==> src/rtl/intarb_pkg.sv <==
package intarb_pkg;
  localparam int NSRC       = 6;
  localparam int SRC_FAULT  = 0;
  localparam int SRC_TRAP   = 1;
  localparam int SRC_DTRAP  = 2;
  localparam int SRC_DFAULT = 3;
  localparam int SRC_NMI    = 4;
  localparam int SRC_INTR   = 5;

  // sources held off by the stack-load shadow
  localparam logic [NSRC-1:0] SHADOW_MASK = 6'b111100;

  typedef enum logic [1:0] {
    CLS_NONE  = 2'd0,
    CLS_FAULT = 2'd1,
    CLS_TRAP  = 2'd2,
    CLS_INTR  = 2'd3
  } evt_class_e;

  function automatic evt_class_e class_of(input int src);
    case (src)
      SRC_FAULT, SRC_DFAULT: class_of = CLS_FAULT;
      SRC_TRAP,  SRC_DTRAP:  class_of = CLS_TRAP;
      default:               class_of = CLS_INTR;
    endcase
  endfunction
endpackage

==> src/rtl/intarb_nmi_track.sv <==
module intarb_nmi_track (
  input  logic clk,
  input  logic rst_n,
  input  logic nmi_in,
  input  logic iret_done,
  input  logic take,
  output logic pending
);
  logic prev_q, pend_q, block_q;
  logic rise;

  assign rise    = nmi_in & ~prev_q;
  assign pending = pend_q;

  always_ff @(posedge clk) begin
    if (!rst_n) begin
      prev_q  <= 1'b0;
      pend_q  <= 1'b0;
      block_q <= 1'b0;
    end else begin
      prev_q <= nmi_in;
      if (take) begin
        pend_q  <= 1'b0;
        block_q <= 1'b1;
      end else begin
        if (rise && !block_q) pend_q <= 1'b1;
        if (iret_done)        block_q <= 1'b0;
      end
    end
  end

  // an NMI is never taken while blocked
  a_r6_no_take_blocked: assert property (@(posedge clk) disable iff (!rst_n)
    take |-> !block_q);
  // taking an NMI installs the block
  a_r6_block_after_take: assert property (@(posedge clk) disable iff (!rst_n)
    take |=> block_q);
  // pending holds until taken
  a_r5_pend_holds: assert property (@(posedge clk) disable iff (!rst_n)
    (pend_q && !take) |=> pend_q);
endmodule

==> src/rtl/intarb_gate.sv <==
module intarb_gate
  import intarb_pkg::*;
#(
  parameter int VEC_W       = 8,
  parameter int MIN_EXT_VEC = 32
) (
  input  logic [NSRC-1:0]  raw,
  input  logic             shadow,
  input  logic             if_flag,
  input  logic [VEC_W-1:0] intr_vec,
  output logic [NSRC-1:0]  elig,
  output logic             vec_bad
);
  logic [NSRC-1:0] unshadowed;
  logic in_range, intr_ok;

  assign unshadowed = raw & ~({NSRC{shadow}} & SHADOW_MASK);
  assign in_range   = intr_vec >= VEC_W'(MIN_EXT_VEC);
  assign intr_ok    = unshadowed[SRC_INTR] & if_flag;
  assign vec_bad    = intr_ok & ~in_range;

  always_comb begin
    elig           = unshadowed;
    elig[SRC_INTR] = intr_ok & in_range;
  end
endmodule

==> src/rtl/intarb_pick.sv <==
module intarb_pick #(
  parameter int N = 6
) (
  input  logic [N-1:0] req,
  output logic [N-1:0] gnt
);
  genvar g;
  generate
    for (g = 0; g < N; g++) begin : g_rank
      if (g == 0) begin : g_top
        assign gnt[g] = req[g];
      end else begin : g_low
        assign gnt[g] = req[g] & ~(|req[g-1:0]);
      end
    end
  endgenerate
endmodule

==> src/rtl/intr_arbiter.sv <==
module intr_arbiter
  import intarb_pkg::*;
#(
  parameter int VEC_W       = 8,
  parameter int MIN_EXT_VEC = 32,
  parameter int DBG_VEC     = 1,
  parameter int NMI_VEC     = 2
) (
  input  logic             clk,
  input  logic             rst_n,
  input  logic             boundary,
  input  logic             fault_req,
  input  logic [VEC_W-1:0] fault_vec,
  input  logic             trap_req,
  input  logic [VEC_W-1:0] trap_vec,
  input  logic             dbg_trap_req,
  input  logic             dbg_fault_req,
  input  logic             nmi_in,
  input  logic             intr_req,
  input  logic [VEC_W-1:0] intr_vec,
  input  logic             if_flag,
  input  logic             ss_load,
  input  logic             iret_done,
  output logic [NSRC-1:0]  grant,
  output logic [VEC_W-1:0] evt_vec,
  output logic [1:0]       evt_class,
  output logic             vec_err
);
  logic             nmi_pend, nmi_take;
  logic             shadow_q, shadow_eff;
  logic [NSRC-1:0]  raw, elig, pick;
  logic             vec_bad;
  logic [VEC_W-1:0] src_vec [NSRC];
  logic [VEC_W-1:0] vec_n;
  evt_class_e       cls_n;

  logic [NSRC-1:0]  grant_q;
  logic [VEC_W-1:0] vec_q;
  evt_class_e       cls_q;
  logic             err_q;

  // shadow: armed by ss_load, consumed by one boundary
  always_ff @(posedge clk) begin
    if (!rst_n)        shadow_q <= 1'b0;
    else if (boundary) shadow_q <= 1'b0;
    else if (ss_load)  shadow_q <= 1'b1;
  end
  assign shadow_eff = shadow_q | ss_load;

  always_comb begin
    raw             = '0;
    raw[SRC_FAULT]  = fault_req;
    raw[SRC_TRAP]   = trap_req;
    raw[SRC_DTRAP]  = dbg_trap_req;
    raw[SRC_DFAULT] = dbg_fault_req;
    raw[SRC_NMI]    = nmi_pend;
    raw[SRC_INTR]   = intr_req;
  end

  intarb_nmi_track u_nmi (
    .clk      (clk),
    .rst_n    (rst_n),
    .nmi_in   (nmi_in),
    .iret_done(iret_done),
    .take     (nmi_take),
    .pending  (nmi_pend)
  );

  intarb_gate #(.VEC_W(VEC_W), .MIN_EXT_VEC(MIN_EXT_VEC)) u_gate (
    .raw     (raw),
    .shadow  (shadow_eff),
    .if_flag (if_flag),
    .intr_vec(intr_vec),
    .elig    (elig),
    .vec_bad (vec_bad)
  );

  intarb_pick #(.N(NSRC)) u_pick (
    .req(elig),
    .gnt(pick)
  );

  assign nmi_take = boundary & pick[SRC_NMI];

  always_comb begin
    src_vec[SRC_FAULT]  = fault_vec;
    src_vec[SRC_TRAP]   = trap_vec;
    src_vec[SRC_DTRAP]  = VEC_W'(DBG_VEC);
    src_vec[SRC_DFAULT] = VEC_W'(DBG_VEC);
    src_vec[SRC_NMI]    = VEC_W'(NMI_VEC);
    src_vec[SRC_INTR]   = intr_vec;
    vec_n = '0;
    cls_n = CLS_NONE;
    for (int i = 0; i < NSRC; i++) begin
      if (pick[i]) begin
        vec_n = src_vec[i];
        cls_n = class_of(i);
      end
    end
  end

  always_ff @(posedge clk) begin
    if (!rst_n || !boundary) begin
      grant_q <= '0;
      vec_q   <= '0;
      cls_q   <= CLS_NONE;
      err_q   <= 1'b0;
    end else begin
      grant_q <= pick;
      vec_q   <= vec_n;
      cls_q   <= cls_n;
      err_q   <= vec_bad;
    end
  end

  assign grant     = grant_q;
  assign evt_vec   = vec_q;
  assign evt_class = cls_q;
  assign vec_err   = err_q;

  // grants follow a boundary strobe
  a_r1_grant_at_boundary: assert property (@(posedge clk) disable iff (!rst_n)
    (|grant_q) |-> $past(boundary));
  // never more than one winner
  a_r2_onehot: assert property (@(posedge clk) disable iff (!rst_n)
    $onehot0(grant_q));
  // NMI reports its fixed vector and interrupt class
  a_r3_nmi_vec: assert property (@(posedge clk) disable iff (!rst_n)
    grant_q[SRC_NMI] |-> (vec_q == VEC_W'(NMI_VEC) && cls_q == CLS_INTR));
  // maskable grant needs the enable flag
  a_r7_if_needed: assert property (@(posedge clk) disable iff (!rst_n)
    grant_q[SRC_INTR] |-> $past(if_flag));
  // shadowed boundary grants no debug or asynchronous event
  a_r8_shadow: assert property (@(posedge clk) disable iff (!rst_n)
    (boundary && shadow_eff) |=> ((grant_q & SHADOW_MASK) == '0));
  // error excludes a maskable grant and implies a low vector
  a_r9_err_excl: assert property (@(posedge clk) disable iff (!rst_n)
    err_q |-> (!grant_q[SRC_INTR] && $past(intr_vec) < VEC_W'(MIN_EXT_VEC)));
endmodule

==> config.mk <==
export PLATFORM = sky130hd
export DESIGN_NAME = intr_arbiter
export DESIGN_NICKNAME = d
export VERILOG_FILES = /design/src/rtl/intarb_pkg.sv /design/src/rtl/intarb_nmi_track.sv /design/src/rtl/intarb_gate.sv /design/src/rtl/intarb_pick.sv /design/src/rtl/intr_arbiter.sv
export SDC_FILE = /design/constraint.sdc
export NUM_CORES = 1
export LEC_CHECK = 0
export BUFFER_PORTS_ARGS = -buffer_cell sky130_fd_sc_hd__buf_2
export CORE_MARGIN = 2
export CORE_UTILIZATION = 44
export DETAILED_ROUTE_END_ITERATION = 7
export GPL_ROUTABILITY_DRIVEN = 0
export PLACE_DENSITY = 0.82
export SLEW_MARGIN = 20
export SYNTH_ARGS = -nofsm -noshare
export SYNTH_HDL_FRONTEND = slang
export SYNTH_SLANG_ARGS = --single-unit
==> constraint.sdc <==
create_clock -name clk -period 3.7 [get_ports clk]
set_clock_uncertainty 0.1 [all_clocks]
set_input_delay 0.74 -clock clk [delete_from_list [all_inputs] [get_ports clk]]
set_output_delay 0.74 -clock clk [all_outputs]
set_load 0.02 [all_outputs]
==> flow_metrics.py <==
metrics = {
    "status": {
        "status": "finished clean",
    },
    "grt": {
        "grt_pass1_wl_um": 2680,
        "grt_max_degree": 17,
        "track_usage_pct": 17.5,
        "grt_overflow": 0,
        "grt_pass1_vias": 615,
        "antenna_found_initial": 0,
    },
    "worst_hold_path": {
        "min-delay-start": "u_nmi.block_q",
        "hold_path_class": "flop to flop",
    },
    "route": {
        "drtIter0Drc": 17,
        "drcViolationCount": 0,
        "firstDrtPassIters": 4,
        "dr_total_vias": 800,
        "wl_per_cell_um": 12.3,
        "drtAntennaViolNets": 0,
        "vias_per_cell": 5.10,
        "routed_wl_um": 1930,
    },
    "power": {
        "powerDensity_nw_per_um2": 364,
        "p_leak_uw": 0.000535,
        "report.power.total_uw": 410,
        "peakVddDrop_mv": 0.213,
    },
    "timing": {
        "setup_viol": 0,
        "setup_tns_ns": 0,
        "relSlewSlack_pct": 63.2,
        "hold_viol_final": 0,
        "worstMarginPinSlew_ns": 0.551,
        "rsz0062_at_grt": "false",
        "period_share_pct": 48.1,
        "min_period_ns": 1.78,
        "report.final.slew_viol_count": 0,
        "clock.fmax_ghz": 0.562,
    },
    "setup_path": {
        "cp-end-kind": "flop",
        "cp_slowest_stage_delay_ns": 0.43,
        "reg2reg_to": "evt_vec[3]",
        "r2r_slack_ns": 2.15,
        "cpMaxStageDelayCell": "or3b_4",
        "cp-startpoint": "ss_load",
        "critPathMaxFanout": 7,
        "critPathCapture": "evt_vec[3]",
        "path_class": "input port to flop",
        "path_delay_family": "simple AND/OR/NAND/NOR gates",
        "cp_num_buf_inv": 1,
        "crit_required_ns": 3.83,
        "reg2reg_depth": 4,
        "cp_data_arrival_time_ns": 1.91,
        "worstPathCellList": "buf_2, nand4bb_1, or3b_4, nor3_4, o2bb2ai_1",
        "crit_path_start_kind": "input port",
        "worstReg2RegStart": "shadow_q",
        "cp.depth": 5,
    },
    "cts": {
        "ctsHtreeMaxLevel": 1,
        "cts_tree": "built",
        "path_clk_slew_ns": 0.11,
        "cts_setup_buffers": 0,
        "cts_buffers": 3,
        "clock_path_buffers": 2,
        "clockRootBuffer": "clkbuf_4",
        "cts_resized": 0,
        "clkSinkCount": 21,
        "ctsHoldBuffers": 0,
        "clkLatencyLatePin_ns": 0.30,
    },
    "synth": {
        "yosys_warnings": 0,
        "yosysUniqueCellTypes": 34,
        "syn_area_um2": 836,
        "synthesis.nets": 115,
        "synth_seq_cells": 21,
        "avgSynthCellArea_um2": 10.6,
        "ys.flop_type": "dfxtp_1",
        "syn_inst": 79,
        "ys_seq_area_share_pct": 50.3,
        "async_reset_ff_share_pct": 0,
        "synth_edf_count": 0,
    },
    "floorplanning": {
        "dieArea_um2": 2260,
        "pin_count": 53,
        "dieHeight_um": 47.6,
        "rows": 15,
        "coreArea_um2": 1760,
        "dieWidth_um": 47.6,
        "initial_core_util_pct": 47.4,
    },
    "cells_and_area": {
        "antenna_cells": 0,
        "nets": 169,
        "area_growth_pct": 34.6,
        "layout-drive-gt1-share_pct": 47.0,
    },
    "job": {
        "maxCapViolations": 0,
    },
    "place": {
        "io_buffers": 52,
        "hpwlAfterDp_um": 1500,
    },
}
==> state kept, by name, indices dropped and copies added, names as in the netlist <==
name and cells:
evt_vec 8, grant 6, evt_class 2, shadow_q 1
u_nmi.block_q 1, u_nmi.pending 1, u_nmi.prev_q 1, vec_err 1
==> layout make-up <==
class	count	area [um^2]
Clock buffer	3	22.5
Inverter	1	3.75
Clock inverter	1	5.00
Multi-Input combinational cell	54	382
Timing Repair Buffer	52	260
Tap cell	25	31.3
Sequential cell	21	420
Fill cell	167	639
==> layer usage <==
metal	vias to the layer above	track usage, %	share of wire [%]
met5	-	0	0
met4	0	11.4	0.99
met3	2	2.26	6.0
met2	25	25.4	49
met1	366	24.3	43
li1	407	-	-
==> worst min-delay path by stage <==
| stage | to | slack, ns | cells after the start |
|---|---|---|---|
| floorplan | u_nmi.block_q | 0.33 | 2 |
| global placement | u_nmi.block_q | 0.35 | 2 |
| detailed placement | u_nmi.block_q | 0.35 | 2 |
| CTS | u_nmi.block_q | 0.37 | 2 |
| global route | u_nmi.block_q | 0.39 | 2 |
| finish | u_nmi.block_q | 0.37 | 2 |
==> per-stage QoR <==
step,hold slack (ns),cells,area [um^2],util [%],setup WS (ns)
floorplan,0.332,79,836,-,1.84
global placement,0.346,153,1100,62.2,1.65
detailed placement,0.351,153,1100,62.2,1.58
CTS,0.370,157,1120,63.8,1.91
global route,0.393,157,1120,63.8,1.86
finish,0.374,157,1120,63.8,1.92
==> tightest hold or removal path, delay by kind of cell, from the launching register on <==
kind               cells  cell delay [ns]
DFF                    1             0.34
and+or+nand+nor        1             0.05
AOI/OAI and AO/OA      1             0.05
==> cells in the mapped netlist (2+ instances only) <==
master / count / area share [%]
a21oi_1: 4 / 2.4
a22oi_1: 7 / 6.3
and2_1: 2 / 1.5
dfxtp_1: 21 / 50
nand2_1: 3 / 1.3
nor2_1: 5 / 2.2
nor3_1: 3 / 1.8
nor3b_1: 3 / 2.7
o2bb2ai_1: 6 / 6.3
==> placed cells by master, fill, tap and decap left out <==
master,Yosys,layout
a211oi_1,1,1
nor3_4,1,1
nand4bb_1,1,1
nand2_1,3,3
and2b_4,1,1
nand3_1,1,1
and3_1,1,1
inv_1,1,1
o32a_1,1,1
dfxtp_1,21,21
nor2_1,5,5
or3b_4,1,1
a21o_1,1,1
nand2b_1,1,1
o31a_1,1,1
a22oi_1,7,7
a21oi_1,4,4
nor3b_1,3,3
and2_1,2,2
clkinv_2,0,1
nor3_1,3,3
and3b_1,1,1
o221a_2,1,1
nor2b_1,1,1
clkbuf_4,0,3
nor4b_1,1,1
or3_1,1,1
nor4_1,1,1
or2_1,1,1
o21bai_1,1,1
o2bb2ai_1,6,6
or2_2,1,1
buf_2,0,52
o21ai_2,1,1
==> power breakdown <==
group	internal, uW	switching [uW]	leakage (uW)
clock	40.3	69.3	0.0000177
combinational	30.2	34.1	0.000345
sequential	234	2.39	0.000171
==> cells by family after synthesis <==
family / Yosys count / synth area share, %
flip-flops: 21 / 50.3
AO/OA/AOI/OAI: 24 / 22.3
AND/OR/NAND/NOR: 30 / 23.4
buffers and inverters: 4 / 4.04
(Power assumes the default switching activity.)
